===== src/rtl/foe_pkg.sv =====
package foe_pkg;

  localparam int N_ITEMS = 16;
  localparam int IDX_W   = $clog2(N_ITEMS);
  localparam int DIG_W   = $clog2(N_ITEMS);

  function automatic int dig_w(input int i);
    return $clog2(i + 1);
  endfunction

  function automatic int dig_off(input int i);
    int s;
    s = 0;
    for (int k = 1; k < i; k++) s += dig_w(k);
    return s;
  endfunction

  // Fields whose value range wastes the most of their width.
  function automatic bit is_folded(input int i, input bit narrow);
    return (i >= 8 && i <= 14) || (narrow && (i == 4 || i == 5));
  endfunction

  function automatic int comp_off(input int i, input bit narrow);
    int s;
    s = 0;
    for (int k = 1; k < i; k++) s += dig_w(k) - (is_folded(k, narrow) ? 1 : 0);
    return s;
  endfunction

  function automatic int comp_width(input bit narrow);
    return comp_off(N_ITEMS, narrow);
  endfunction

  localparam int RAW_W = dig_off(N_ITEMS);

  function automatic logic [DIG_W-1:0] to_gray(input logic [DIG_W-1:0] b);
    return b ^ (b >> 1);
  endfunction

endpackage


===== src/rtl/foe_rank_unit.sv =====
module foe_rank_unit #(
  parameter int CNT_W = 16,
  localparam int N    = foe_pkg::N_ITEMS,
  localparam int IW   = foe_pkg::IDX_W,
  localparam int DW   = foe_pkg::DIG_W
) (
  input  logic [N*CNT_W-1:0] cnt_flat,
  input  logic [IW-1:0]      idx,
  output logic [N-2:0]       gt_vec,
  output logic [DW-1:0]      digit
);

  logic [CNT_W-1:0] sel_cnt;
  assign sel_cnt = cnt_flat[idx*CNT_W +: CNT_W];

  genvar j;
  generate
    for (j = 0; j < N - 1; j++) begin : g_cmp
      assign gt_vec[j] = (IW'(j) < idx) && (cnt_flat[j*CNT_W +: CNT_W] > sel_cnt);
    end
  endgenerate

  always_comb begin
    digit = '0;
    for (int k = 0; k < N - 1; k++) digit = digit + DW'(gt_vec[k]);
  end

endmodule


===== src/rtl/foe_fold.sv =====
module foe_fold #(
  parameter bit  NARROW = 1'b0,
  localparam int RW     = foe_pkg::RAW_W,
  localparam int CW     = foe_pkg::comp_width(NARROW)
) (
  input  logic [RW-1:0] raw_in,
  output logic [CW-1:0] comp_out
);

  genvar k;
  generate
    for (k = 1; k < foe_pkg::N_ITEMS; k++) begin : g_field
      localparam int W  = foe_pkg::dig_w(k);
      localparam int IO = foe_pkg::dig_off(k);
      localparam int OO = foe_pkg::comp_off(k, NARROW);
      if (foe_pkg::is_folded(k, NARROW)) begin : g_fold
        assign comp_out[OO +: W-1] = {raw_in[IO+W-1] ^ raw_in[IO+W-2], raw_in[IO +: W-2]};
      end else begin : g_copy
        assign comp_out[OO +: W] = raw_in[IO +: W];
      end
    end
  endgenerate

endmodule


===== src/rtl/freq_order_encoder.sv =====
module freq_order_encoder #(
  parameter int  CNT_W  = 16,
  parameter bit  NARROW = 1'b0,
  localparam int N      = foe_pkg::N_ITEMS,
  localparam int RW     = foe_pkg::RAW_W,
  localparam int CW     = foe_pkg::comp_width(NARROW)
) (
  input  logic               clk,
  input  logic               rst_n,
  input  logic               in_valid,
  output logic               in_ready,
  input  logic [N*CNT_W-1:0] in_counts,
  output logic               out_valid,
  output logic [RW-1:0]      out_raw,
  output logic [CW-1:0]      out_comp
);

  localparam int IW = foe_pkg::IDX_W;
  localparam int DW = foe_pkg::DIG_W;

  typedef enum logic {ST_IDLE, ST_RUN} state_t;

  state_t             state_q;
  logic [IW-1:0]      idx_q;
  logic [N*CNT_W-1:0] cnt_q;
  logic [RW-1:0]      raw_q;
  logic [RW-1:0]      raw_next;
  logic [CW-1:0]      comp_next;

  // Named events for the checker.
  logic          in_fire;
  logic          step_valid;
  logic          last_step;
  logic [N-2:0]  gt_vec;
  logic [DW-1:0] rank_digit;
  logic [DW-1:0] rank_gray;

  assign in_ready   = (state_q == ST_IDLE);
  assign in_fire    = in_valid && in_ready;
  assign step_valid = (state_q == ST_RUN);
  assign last_step  = step_valid && (idx_q == IW'(N - 1));

  foe_rank_unit #(.CNT_W(CNT_W)) u_rank (
    .cnt_flat (cnt_q),
    .idx      (idx_q),
    .gt_vec   (gt_vec),
    .digit    (rank_digit)
  );

  assign rank_gray = foe_pkg::to_gray(rank_digit);

  genvar k;
  generate
    for (k = 1; k < N; k++) begin : g_slot
      localparam int W  = foe_pkg::dig_w(k);
      localparam int OF = foe_pkg::dig_off(k);
      assign raw_next[OF +: W] = (step_valid && idx_q == IW'(k)) ? rank_gray[W-1:0]
                                                                 : raw_q[OF +: W];
    end
  endgenerate

  foe_fold #(.NARROW(NARROW)) u_fold (
    .raw_in   (raw_next),
    .comp_out (comp_next)
  );

  always_ff @(posedge clk or negedge rst_n) begin
    if (!rst_n) begin
      state_q   <= ST_IDLE;
      idx_q     <= '0;
      cnt_q     <= '0;
      raw_q     <= '0;
      out_valid <= 1'b0;
      out_raw   <= '0;
      out_comp  <= '0;
    end else begin
      out_valid <= 1'b0;
      case (state_q)
        ST_IDLE: begin
          if (in_fire) begin
            cnt_q   <= in_counts;
            idx_q   <= IW'(1);
            state_q <= ST_RUN;
          end
        end
        default: begin
          raw_q <= raw_next;
          if (last_step) begin
            out_valid <= 1'b1;
            out_raw   <= raw_next;
            out_comp  <= comp_next;
            state_q   <= ST_IDLE;
          end else begin
            idx_q <= idx_q + IW'(1);
          end
        end
      endcase
    end
  end

endmodule


===== config.mk =====
export PLATFORM = sky130hd
export DESIGN_NAME = freq_order_encoder
export DESIGN_NICKNAME = d
export VERILOG_FILES = /design/src/rtl/foe_pkg.sv /design/src/rtl/foe_rank_unit.sv /design/src/rtl/foe_fold.sv /design/src/rtl/freq_order_encoder.sv
export SDC_FILE = /design/constraint.sdc
export NUM_CORES = 1
export LEC_CHECK = 0
export BUFFER_PORTS_ARGS = -buffer_cell sky130_fd_sc_hd__buf_2
export CORE_MARGIN = 5
export CORE_UTILIZATION = 37
export CTS_CLUSTER_SIZE = 40
export DETAILED_ROUTE_END_ITERATION = 7
export PLACE_DENSITY = 0.67
export RECOVER_POWER = 100
export SYNTH_ARGS = -nofsm -noshare
export SYNTH_HDL_FRONTEND = slang
export SYNTH_SLANG_ARGS = --single-unit

===== constraint.sdc =====
create_clock -name clk -period 22.2 [get_ports clk]
set_input_delay 5.55 -clock clk [delete_from_list [all_inputs] [get_ports clk]]
set_output_delay 5.55 -clock clk [all_outputs]
set_load 0.05 [all_outputs]

==> results.yml <==
critical_path:
  crit_path_end_kind: "asynchronous set/reset pin"
  critical_path.max_fanout: 114
  cp.depth: 2
  critPathSlowestCell: "clkbuf_1"
  r2r_slack_ps: 10020
  startpoint: "rst_n"
  max_stage_delay_ps: 4100
  path_buf_inv: 2
  reg2regPathDepth: 22
  crit_path_frequent_cell: "clkbuf_1"
  crit_chain: "clkbuf_1, clkbuf_1"
  crit_arrival_ps: 12410
  start_kind: "input port"
  worstPathRequired_ps: 22150
  critPathTopFamily: "buffers and inverters"
  rr_startpoint: "idx_q[0]"
  crit_type: "input port to asynchronous set/reset pin"
clock_network:
  cts.repair.resized: 0
  cts_buffer_depth: 3
  cts_htree_levels: 2
  post-cts-setup-buffer-count: 0
  clk_transition_reported_paths_ps: 60
  cts_hold_buf: 0
  insertion_delay_ps: 570
  cts.sinks: 363
  cts_made_buffers: 41
  tritoncts: "built"
  clockRootBuffer: "clkbuf_16"
sta:
  hold_viol_final: 0
  timing.final.crit_period_ps: 12460
  hold_slack_ps: 477.5
  setup_viol: 0
  worstMarginPinSlew_ps: 6136
  grt_setup_unrepaired: "no"
  drv_slew: 777
  slew_headroom_pct: -309.1
  finalClockSkew_ps: 17.27
  post-route-period-util_pct: 56.14
  setup-tns-final_ps: 0
  fmax_mhz: 80.23
  setup_ws_ps: 9736
yosys:
  synth_top_area_share_pct: 42.20
  synth_top_area_cell: "dfrtp_1"
  ys_seq_elements: 363
  ys_seq_area_share_pct: 42.20
  syn_nets: 2805
  avgSynthCellArea_um2: 9.408
  ys_warn_count: 0
  synth-edff-count: 0
  syn-cell-area_um2: 21520
  synth_ff_type: "dfrtp_1"
  synthArstFlopShare_pct: 100.0
  ys_types: 56
  synth_cells: 2288
  ys_top_cells_by_area: "dfrtp_1 (42%), nand2_1 (16%), ha_1 (14%), mux4_2 (7.6%), o21ai_0 (2.1%)"
drt:
  drc: 0
  drt-initial-drc-count: 1438
  dr.pass1.iters: 5
  vias: 18270
  wl_um: 77710
  wire_per_inst_um: 23.09
  ant_nets: 0
  top_layer: "met5"
  met2_length_um: 36390
  viasPerCell: 5.429
  route.met3.wl_um: 5241
  met1_length_um: 32980
global_route:
  grt_pass1_vias: 18530
  globalRouteOverflowTotal: 0
  grt_pass1_wl_um: 116700
  antenna_found_initial: 2
  grt.total_usage_pct: 24.13
  grt_max_degree: 188
cells_and_area:
  layout_commonest_cell: "nand2_1"
  nFillCells: 5678
  seq_area_um2: 9085
  nNetsFinal: 3087
  multi_input_area_um2: 11560
  layout-drive-gt1-share_pct: 16.62
  syn_to_final_growth_pct: 15.91
  final_cell_mix: "nand2_1 (891), dfrtp_1 (362), buf_2 (256), ha_1 (249), clkbuf_1 (110)"
outcome:
  status: "complete, but fails checks"
  violations: "capacitance limit, slew limit"
floorplan:
  initial_core_util_pct: 37.31
  io_pins: 352
  die-area_um2: 63100
  core_um2: 57700
  die_x_um: 251.2
  rows: 88
  die_h_um: 251.2
place:
  io_buffers: 351
  pre_cts_slack_ps: 12650
  hpwl_um: 59870
  gp_routability_congestion: 0.9417
min_path:
  hold_start: "cnt_q[245]"
  hp-class: "flop to flop"
  min_path_cells: 2
flow_run:
  maxCapViolCount: 11
-- cell usage after synthesis, types with 3 or more instances --
library cell	number
nand4_1	44
xnor2_1	9
buf_1	3
clkbuf_1	62
mux2_2	24
mux4_2	73
o21a_1	6
a21oi_1	73
nand3_1	23
ha_1	249
nor2b_1	24
and3_1	10
o22ai_1	6
xor2_1	3
o21bai_1	4
dfrtp_1	363
o211ai_1	5
nand2_1	891
a31oi_1	6
a21o_1	57
o21ai_1	16
o31ai_1	8
a211oi_1	5
buf_4	39
o21ai_0	92
nor3_1	10
inv_1	51
nor2_1	39
nand2b_1	7
and4_1	3
fa_1	9
or2_2	4
mux2i_1	4
o221ai_1	4
buf_2	28
a221oi_1	7
-- cell type report --
| cell class | count | area share (%) |
|---|---|---|
| diodes | 1 | 0.01003 |
| clock buffers | 58 | 4.860 |
| clock inverters | 14 | 0.6820 |
| inverters | 52 | 0.7823 |
| multi-input cells | 1741 | 46.32 |
| flip-flops and latches | 363 | 36.41 |
| well taps | 765 | 3.837 |
| repair buffers | 371 | 7.096 |
-- cell families after synthesis --
logic type / count (synthesis) / synth area share [%]
AND/OR/NAND/NOR: 1067 / 20.11
flip-flops: 363 / 42.20
AO/OA/AOI/OAI: 298 / 8.353
adder cells (fa/ha/maj): 258 / 15.31
buffers and inverters: 184 / 4.052
multiplexers: 103 / 9.202
XOR/XNOR: 15 / 0.7732
-- per-stage QoR --
stage          cells  utilization [%]  instance area [um^2]
2_1_floorplan   2288                -                 21520
3_3_place_gp    3292            41.17                 23750
3_5_place_dp    3292            41.17                 23750
4_1_cts         3364            43.57                 25140
5_1_grt         3365            43.24                 24950
6_report        3365            43.24                 24950
-- layer usage --
layer	vias up	GRT usage [%]
met3	151	3.983
li1	8356	-
met2	692	39.11
met4	2	8.405
met5	-	0
met1	9068	33.07
-- state kept, by name, summed over array words and instances, names as in the netlist --
signal / count
raw_q: 45
idx_q: 4
state_q: 1
out_valid: 1
out_raw: 49
cnt_q: 256
out_comp: 7
-- path summary, 6_finish.rpt --
check	endpoint
worst max-delay path	cnt_q[129]
worst min-delay path	cnt_q[245]
worst max register to register	out_raw[8]
worst min register to register	cnt_q[245]
max in group clk	out_raw[8]
min in group asynchronous	out_raw[15]
Power is not shown: default switching activity piles up to over one toggle a cycle in this logic, so the estimate is an artifact.
